$ cat src/rtl/wdg_pkg.sv
package wdg_pkg;

    // Widest divider exponent (divide by 2**17)
    localparam int unsigned PS_W = 17;

    typedef enum logic {
        ADDR_COUNT = 1'b0,
        ADDR_CTRL  = 1'b1
    } wdg_addr_e;

    typedef struct packed {
        logic       ovf;      // bit 7
        logic       wd_mode;  // bit 6
        logic       run;      // bit 5
        logic       rst_sel;  // bit 4: 1 reset, 0 NMI
        logic [2:0] ps_sel;   // bits 2:0
    } wdg_ctrl_t;

    // Divider exponent for each select code
    function automatic int unsigned ps_shift(input logic [2:0] sel);
        case (sel)
            3'd0:    return 1;
            3'd1:    return 6;
            3'd2:    return 7;
            3'd3:    return 9;
            3'd4:    return 11;
            3'd5:    return 13;
            3'd6:    return 15;
            default: return 17;
        endcase
    endfunction

    function automatic logic [7:0] pack_ctrl(input wdg_ctrl_t c);
        return {c.ovf, c.wd_mode, c.run, c.rst_sel, 1'b0, c.ps_sel};
    endfunction

endpackage

$ cat src/rtl/wdg_prescaler.sv
module wdg_prescaler
    import wdg_pkg::*;
#(
    parameter int unsigned DIV_W = PS_W
) (
    input  logic       clk,
    input  logic       clear,
    input  logic       enable,
    input  logic [2:0] sel,
    output logic       tick
);
    logic [DIV_W-1:0] div_q;
    logic [DIV_W-1:0] mask;
    int unsigned      shift;

    always_comb begin
        shift = ps_shift(sel);
        for (int i = 0; i < DIV_W; i++) begin
            mask[i] = (i < int'(shift));
        end
    end

    assign tick = enable && ((div_q & mask) == mask);

    always_ff @(posedge clk) begin
        if (clear || !enable) div_q <= '0;
        else                  div_q <= div_q + 1'b1;
    end

    // a tick never comes from a cleared divider
    p_tick_after_count_r2: assert property (@(posedge clk) disable iff (clear)
        (enable && div_q == '0) |-> !tick);
endmodule

$ cat src/rtl/wdg_pulse.sv
module wdg_pulse #(
    parameter int unsigned LEN = 518,
    localparam int unsigned LW = $clog2(LEN)
) (
    input  logic clk,
    input  logic pin_rst,
    input  logic start,
    output logic active
);
    logic [LW-1:0] left_q;

    always_ff @(posedge clk) begin
        if (pin_rst) begin
            active <= 1'b0;
            left_q <= '0;
        end else if (start && !active) begin
            active <= 1'b1;
            left_q <= LW'(LEN - 1);
        end else if (active) begin
            if (left_q == '0) active <= 1'b0;
            else              left_q <= left_q - 1'b1;
        end
    end

    // pulse continues while cycles remain, ends only at zero
    p_pulse_hold_r5: assert property (@(posedge clk) disable iff (pin_rst)
        (active && left_q != '0) |=> active);
    p_pulse_end_r5: assert property (@(posedge clk) disable iff (pin_rst)
        $fell(active) |-> $past(left_q) == '0);
endmodule

$ cat src/rtl/wdg_core.sv
module wdg_core
    import wdg_pkg::*;
#(
    parameter int unsigned CNT_W = 8
) (
    input  logic             clk,
    input  logic             pin_rst,
    input  logic             hold,
    input  logic             tick,
    input  logic             wr,
    input  wdg_addr_e        addr,
    input  logic [CNT_W-1:0] wdata,
    output logic [CNT_W-1:0] count,
    output wdg_ctrl_t        ctrl,
    output logic             wrap
);
    localparam logic [CNT_W-1:0] CNT_MAX = '1;

    logic cnt_wr, ctrl_wr;

    assign cnt_wr  = wr && addr == ADDR_COUNT && !hold;
    assign ctrl_wr = wr && addr == ADDR_CTRL  && !hold;
    assign wrap    = tick && count == CNT_MAX && !cnt_wr && !hold;

    always_ff @(posedge clk) begin
        if (pin_rst || hold) begin
            count <= '0;
            ctrl  <= '0;
        end else begin
            if (cnt_wr)    count <= wdata;
            else if (tick) count <= count + 1'b1;

            if (ctrl_wr) begin
                ctrl.ovf     <= ctrl.ovf & wdata[7];
                ctrl.wd_mode <= wdata[6];
                ctrl.run     <= wdata[5];
                ctrl.rst_sel <= wdata[4];
                ctrl.ps_sel  <= wdata[2:0];
            end
            if (wrap) ctrl.ovf <= 1'b1;
        end
    end

    // held state is cleared on the following cycle
    p_hold_clear_r6: assert property (@(posedge clk) disable iff (pin_rst)
        hold |=> (count == '0 && ctrl == '0));
    // the flag only rises from a wrap
    p_ovf_source_r3: assert property (@(posedge clk) disable iff (pin_rst)
        $rose(ctrl.ovf) |-> ($past(tick) && count == '0));
endmodule

$ cat src/rtl/wdog_top.sv
module wdog_top
    import wdg_pkg::*;
#(
    parameter int unsigned CNT_W     = 8,
    parameter int unsigned PULSE_LEN = 518
) (
    input  logic             clk,
    input  logic             pin_rst,
    input  logic             reg_wr,
    input  logic             reg_addr,
    input  logic [CNT_W-1:0] reg_wdata,
    output logic [CNT_W-1:0] reg_rdata,
    output logic             wdt_reset,
    output logic             nmi_req,
    output logic             pin_reset_flag
);
    wdg_ctrl_t        ctrl;
    logic [CNT_W-1:0] count;
    logic             tick, wrap, pulse_start;
    wdg_addr_e        addr;

    assign addr        = wdg_addr_e'(reg_addr);
    assign pulse_start = wrap && ctrl.rst_sel;

    wdg_prescaler #(.DIV_W(PS_W)) u_div (
        .clk    (clk),
        .clear  (pin_rst || wdt_reset),
        .enable (ctrl.wd_mode && ctrl.run),
        .sel    (ctrl.ps_sel),
        .tick   (tick)
    );

    wdg_core #(.CNT_W(CNT_W)) u_core (
        .clk    (clk),
        .pin_rst(pin_rst),
        .hold   (wdt_reset),
        .tick   (tick),
        .wr     (reg_wr),
        .addr   (addr),
        .wdata  (reg_wdata),
        .count  (count),
        .ctrl   (ctrl),
        .wrap   (wrap)
    );

    wdg_pulse #(.LEN(PULSE_LEN)) u_pulse (
        .clk    (clk),
        .pin_rst(pin_rst),
        .start  (pulse_start),
        .active (wdt_reset)
    );

    always_ff @(posedge clk) begin
        if (pin_rst) begin
            nmi_req        <= 1'b0;
            pin_reset_flag <= 1'b1;
        end else begin
            nmi_req <= wrap && !ctrl.rst_sel;
            if (pulse_start) pin_reset_flag <= 1'b0;
        end
    end

    always_comb begin
        if (addr == ADDR_COUNT) reg_rdata = count;
        else                    reg_rdata = CNT_W'(pack_ctrl(ctrl));
    end

    // interrupt request lasts one cycle
    p_nmi_single_r7: assert property (@(posedge clk) disable iff (pin_rst)
        nmi_req |=> !nmi_req);
    // interrupt and internal reset never coincide
    p_nmi_no_reset_r7: assert property (@(posedge clk) disable iff (pin_rst)
        nmi_req |-> !wdt_reset);
    // a counter write blocks any response in the next cycle
    p_no_overflow_r4: assert property (@(posedge clk) disable iff (pin_rst)
        (reg_wr && reg_addr == 1'b0 && !wdt_reset) |=> (!nmi_req && !wdt_reset));
    // after a pin reset the source flag is 1 and no pulse runs
    p_pin_wins_r9: assert property (@(posedge clk) disable iff (pin_rst)
        $past(pin_rst) |-> (pin_reset_flag && !wdt_reset));
endmodule

$ cat config.mk
export PLATFORM = sky130hd
export DESIGN_NAME = wdog_top
export DESIGN_NICKNAME = d
export VERILOG_FILES = /design/src/rtl/wdg_pkg.sv /design/src/rtl/wdg_prescaler.sv /design/src/rtl/wdg_pulse.sv /design/src/rtl/wdg_core.sv /design/src/rtl/wdog_top.sv
export SDC_FILE = /design/constraint.sdc
export NUM_CORES = 1
export LEC_CHECK = 0
export ABC_AREA = 0
export BUFFER_PORTS_ARGS = -buffer_cell sky130_fd_sc_hd__buf_2
export CORE_MARGIN = 4
export CORE_UTILIZATION = 45
export CTS_CLUSTER_SIZE = 20
export DETAILED_ROUTE_END_ITERATION = 16
export GPL_ROUTABILITY_DRIVEN = 0
export GPL_TIMING_DRIVEN = 1
export PLACE_DENSITY = 0.66
export SETUP_SLACK_MARGIN = 0.15
export SYNTH_ARGS = -nofsm -noshare
export SYNTH_HDL_FRONTEND = slang
export SYNTH_SLANG_ARGS = --single-unit
$ cat constraint.sdc
create_clock -name clk -period 2.3 [get_ports clk]
set_clock_uncertainty 0.05 [all_clocks]
set_input_delay 0.115 -clock clk [delete_from_list [all_inputs] [get_ports clk]]
set_output_delay 0.115 -clock clk [all_outputs]
set_load 0.02 [all_outputs]
# [Word level (Yosys, flattened, before mapping)]
# Index checks and enable logic that the tools add are counted.
[totals] regBits=45 in_bits=12 out_inout_bits=11 word_cells=83
[classes] add_sub_neg=3 magnitude_cmp=17 n_eq_ne=9 mux=12 bitwise=4 n_reduce_logical=26
[ops] operator="$lt A4 B5 Y1 const A" count=8
[ops] operator="$pmux W5 S7" count=1
[ops] operator="$mux W10" count=3
[ops] operator="$mux W8" count=3
[ops] operator="$lt A3 B5 Y1 const A" count=4
[ops] operator="$add A17 B1 Y17 const B" count=1
[ops] operator="$and A17 B17 Y17" count=1
[ops] operator="$eq A17 B17 Y1" count=1
[ops] operator="$logic_and A1 B1 Y1" count=12
[ops] operator="$logic_not A10 Y1" count=1
[ops] operator="$lt A1 B5 Y1 const A" count=2
[ops] operator="$lt A2 B5 Y1 const A" count=2
[ops] operator="$sub A10 B1 Y10 const B" count=1
[ops] operator="$eq A3 B3 Y1 const B" count=3
[ops] operator="$add A8 B1 Y8 const B" count=1
[ops] operator="$eq A8 B8 Y1 const B" count=1
[ops] operator="$mux W7" count=1
[ops] operator="$eq A3 B2 Y1 const B" count=2
[ops] operator="$reduce_bool A2 Y1" count=3
[ops] operator="$lt A5 B5 Y1 const A" count=1
[ops] operator="$logic_not A1 Y1" count=4
[ops] operator="$mux W1" count=4
[ops] operator="$reduce_and A2 Y1" count=2
[ops] operator="$eq A3 B1 Y1 const B" count=1
[ops] operator="6 further kinds" count=8

# [Logic depth before layout (Yosys ltp)]
[depth] ltp_word=13 mapped_depth=11 depth_no_buf=9

# [Cells and area by module]
# From an unflattened synthesis, not the netlist that was laid out.
[hier_totals] hier_cells=269 hier_area_um2=2346.0
[modules_own_cells] module="wdg_prescaler" instances=1 cells_each=96 area_each_um2=818.3 seq_area_each_um2=340.3
[modules_own_cells] module="wdg_core" instances=1 cells_each=86 area_each_um2=726.9 seq_area_each_um2=300.3
[modules_own_cells] module="wdg_pulse" instances=1 cells_each=70 area_each_um2=600.6 seq_area_each_um2=220.2
[modules_own_cells] module="wdog_top" instances=1 cells_each=17 area_each_um2=200.2 seq_area_each_um2=40.0

# [Least setup slack after synthesis]
# No wires, ideal clock.
[synth_timing] path_kind="register -> register" start="register, netlist name u_core.ctrl[0]" end="register u_core.count[5]" setup_time_ns=0.070 arrival_ns=2.358 t_required_ns=2.180 setup_slack_ns=-0.178 stages_incl_launch_ff=11 path_buffers=1 synth_period_minus_slack_ns=2.478 path_cell_list="dfxtp_1 inv_1 ha_1 clkbuf_2 nor4b_2 a21oi_1 a311oi_2 nand4_1 or4b_1 xor2_1 a21oi_1"
[synth_via] elab_chain_len=7 elab_cells_between_ends=29 cone_classes="order compare: 17; eq/ne: 7; mux: 1; bitwise: 1; reduce/logical: 3"
[synth_rtl] element="$eq A3 B3 Y1, or another cell as far along" line_no="wdg_pkg.sv:21" text="case (sel)"
[synth_rtl] element="$pmux W5 S7 *" line_no="wdg_pkg.sv:21"
[synth_rtl] element="$lt A1 B5 Y1, or another cell as far along" line_no="wdg_prescaler.sv:19" text="mask[i] = (i < int'(shift));"
[synth_rtl] element="$and A17 B17 Y17" line_no="wdg_prescaler.sv:23" text="assign tick = enable && ((div_q & mask) == mask);"
[synth_rtl] element="$eq A17 B17 Y1 *" line_no="wdg_prescaler.sv:23"
[synth_rtl] element="$logic_and A1 B1 Y1 *" line_no="wdg_prescaler.sv:23"
[synth_rtl] element="$reduce_bool A2 Y1 (no source line) *"
[synth_rtl] element="end signal: assignment" line_no="wdg_core.sv:30" text="if (cnt_wr) count <= wdata;"
[synth_rtl] element="end signal: assignment" line_no="wdg_core.sv:31" text="else if (tick) count <= count + 1'b1;"
[synth_rtl] element="end: declaration" line_no="wdg_core.sv:13" text="output logic [CNT_W-1:0] count,"
# Mark *: on every way between the ends. The rest lies on a longest branch, timed or not.
# A chain may end at the register's enable or synchronous reset.

# [Final worst setup path]
[layout_timing] start="register, netlist name u_core.ctrl[0]" end="register u_core.count[5]"
[layout_via] elab_chain_len=7 elab_cells_between_ends=29 cone_classes="order compare: 17; eq/ne: 7; mux: 1; bitwise: 1; reduce/logical: 3"
[layout_rtl] element="$eq A3 B3 Y1, or another cell as far along" line_no="wdg_pkg.sv:21"
[layout_rtl] element="$pmux W5 S7 *" line_no="wdg_pkg.sv:21"
[layout_rtl] element="$lt A1 B5 Y1, or another cell as far along" line_no="wdg_prescaler.sv:19"
[layout_rtl] element="$and A17 B17 Y17" line_no="wdg_prescaler.sv:23"
[layout_rtl] element="$eq A17 B17 Y1 *" line_no="wdg_prescaler.sv:23"
[layout_rtl] element="$logic_and A1 B1 Y1 *" line_no="wdg_prescaler.sv:23"
[layout_rtl] element="$reduce_bool A2 Y1 (no source line) *"
# Marks and branches as above.

==> results_dict.tcl <==
set metrics [dict create \
    clockRootBuffer "clkbuf_8" \
    ioPinCount 23 \
    yosysWarnings 0 \
    rsz0062_at_grt "yes" \
    slew_headroom_pct 64.16 \
    cts_buffer_depth 2 \
    die_w_microns 79.72 \
    numCtsBuffers 5 \
    multi_input_area_sq_um 1485 \
    antenna_cells 0 \
    synth-main-ff-cell "dfxtp_1" \
    grt_use_total_pct 17.93 \
    synth_xor_area_share_pct 8.703 \
    period_minus_slack_ns 2.364 \
    wirelength_mm 5.208 \
    critPathArrivalTime_ns 2.49 \
    switchingPower_uw 389.3 \
    synth_fp_nets 292 \
    start_kind "flop" \
    grt_pass1_wl_mm 9.018 \
    clock-sinks 45 \
    worst_pin_slew_ns 0.5376 \
    pwr-share-seq_pct 54.7 \
    synth-edff-count 0 \
    synth-compound-area-share_pct 16.22 \
    numPortBuffers 22 \
    max_clock_freq_mhz 423.0 \
    yosysTopAreaCell "dfxtp_1" \
    nets 329 \
    synthDistinctLibCells 48 \
    syn_area_sq_um 2315 \
    insertion_delay_ns 0.30 \
    design_area_sq_um 2855 \
    run_status "complete, but fails checks" \
    intPower_uw 1092 \
    min_period_over_period_pct 102.8 \
    yosys.area_share.simple_pct 25.08 \
    final_common_cell "dfxtp_1" \
    htreeDepth 2 \
    power_frac_clock_pct 32.7 \
    finalSetupViolations 2 \
    dpl_cell_area_sq_um 2619 \
    final_cell_mix "43 x dfxtp_1, 23 x nand2_1, 22 x a21oi_1, 22 x buf_2, 21 x nor2_1" \
    syn_to_final_growth_pct 23.35 \
    reg2reg_depth 10 \
    layout-drive-gt1-share_pct 28.94 \
    drt_iter0_drc 101 \
    hp-class "primary input to flop" \
    first_pass_iters 4 \
    hold_violations 0 \
    dr_total_vias 2050 \
    p_comb_share_pct 12.6 \
    end_kind "flop" \
    synth_fa_ha_area_share_pct 3.784 \
    nFillCells 444 \
    start_util_pct 47.74 \
    sw_frac_of_total_pct 26.27 \
    ant_nets 0 \
    drc 0 \
    die_h_microns 79.72 \
    synthCells 273 \
    fin_ws_ns -0.06380 \
    stdcell_count 378 \
    ff_latch_area_sq_um 908.4 \
    antenna_found_initial 0 \
    wl_per_cell_microns 13.78 \
    core-area_sq_um 4848 \
    maxSlewViolCount 0 \
    failed_checks "setup timing" \
    rows 25 \
    synthTopCellsByArea "dfxtp_1 39%, a21oi_1 5.2%, xor2_1 4.9%, nand3_1 3.9%, ha_1 3.8%" \
    crit_required_ns 2.43 \
    clkTransAtPathRegs_ns 0.09 \
    dp.cells 368 \
    async_flop_share_pct 0 \
    grt_pass1_vias 2033 \
    die_area_sq_um 6355 \
    final_core_util_pct 58.89 \
    worst-path-max-fanout 4 \
    power_uw 1482 \
    synth_top_family_by_area "simple AND/OR/NAND/NOR gates" \
    finalSetupTns_ns -0.07131 \
    max_cap_viol_count 0 \
    p_leak_uw 0.001061 \
    hold_buffers 0 \
    power_density_nw_per_um2 518.9 \
    holdPathStages 3 \
    vias_per_cell 5.423 \
    synth_top_area_share_pct 38.92 \
    yosys_register_bits 45 \
    grt_max_degree 18 \
    synth_mux_area_share_pct 3.838 \
    dp_hpwl_mm 3.649 \
    seq_area_frac_synth_pct 38.92 \
    peakVddDrop_mv 0.3364 \
    cts_tree "yes" \
    avgSynthCellArea_sq_um 8.479 \
    crit_type "flop to flop" \
    grt-ovfl-total 0 \
]
[layer usage]
| layer | GRT usage, % | wire (microns) | vias up | part of all wire (%) |
|---|---|---|---|---|
| met5 | 0 | 0 | - | 0 |
| li1 | - | - | 1048 | - |
| met2 | 29.38 | 2313 | 50 | 44 |
| met1 | 22.72 | 2550 | 942 | 49 |
| met3 | 4.176 | 267 | 10 | 5.1 |
| met4 | 6.873 | 76 | 0 | 1.5 |
[path summary, 6_finish.rpt]
path / from / end / slack (ns)
worst max-delay path: u_core.ctrl[0] / u_core.count[5] / -0.06
worst min-delay path: reg_wdata[0] / u_core.ctrl[0] / 0.01
worst max register to register: u_core.ctrl[0] / u_core.count[5] / -0.06
worst min register to register: pin_reset_flag / pin_reset_flag / 0.43
[power groups by stage]
stage | Sequential [uW] | Clock [uW] | Combinational (uW)
floorplan | 822 | 0 | 115
global placement | 828 | 0 | 162
detailed placement | 828 | 0 | 164
CTS | 810 | 500 | 171
global route | 813 | 531 | 204
finish | 810 | 484 | 187
[cells in the mapped netlist, types with 3 or more instances]
master	instances
nand3_1	18
dfxtp_1	45
and3_1	6
o21ai_0	15
mux2_2	7
xor2_1	13
nor3_1	12
nand4_1	4
a31oi_1	5
nor2b_1	4
clkbuf_1	9
nand2b_1	3
xnor2_1	10
nor2_1	21
a21bo_2	3
nand3b_1	3
or3_1	5
nand2_1	23
a21oi_1	24
inv_1	6
ha_1	7
nor4_1	4
[cell type report]
cell class	count	share of cell area, %
Multi-Input combinational cell	210	52.02
Sequential cell	45	31.81
Timing Repair Buffer	42	9.378
Tap cell	67	2.936
Clock buffer	6	2.542
Inverter	6	0.9641
Clock inverter	2	0.3506
[per-stage QoR]
| step | hold slack, ns | setup slack, ns |
|---|---|---|
| final | 0.01472 | -0.06380 |
| after global routing | 0.02168 | -0.1777 |
| after CTS | 0.008978 | -0.02603 |
| after detailed placement | 0.3348 | -0.1060 |
| after global placement | 0.3347 | -0.07579 |
| after floorplan | 0.1424 | -0.01402 |
[critical path, cell delays in order, from the launching register on]
cell and delay [ns]:
dfxtp_4 0.39, inv_4 0.05, ha_4 0.22, nor4b_4 0.27, a21oi_2 0.08, a311oi_2 0.18, nand4_1 0.13, buf_6 0.16
or4b_1 0.48, xor2_1 0.15, a21oi_1 0.08
[sequential cells by signal, indices dropped and copies added, names as in the netlist]
signal,cells
u_pulse.left_q,10
u_core.count,8
nmi_req,1
pin_reset_flag,1
u_pulse.active,1
u_core.ctrl,7
u_div.div_q,17
[kinds of logic (layout without fill, tap and decap cells)]
| logic type | Yosys count | after routing |
|---|---|---|
| AO/OA/AOI/OAI | 60 | 60 |
| XOR/XNOR | 23 | 23 |
| adder cells (fa/ha/maj) | 7 | 7 |
| buffers and inverters | 18 | 56 |
| flip-flops | 45 | 45 |
| multiplexers | 8 | 8 |
| AND/OR/NAND/NOR | 112 | 112 |
[what timing repair did]
action,CTS,global route
endpoints found under the hold margin,0,0
setup buffers,1,1
resized for setup,16,12
cloned,0,0
endpoints found under the setup margin,22,22
pin swaps,12,3
Note: power is estimated with default switching activity, not from simulation.
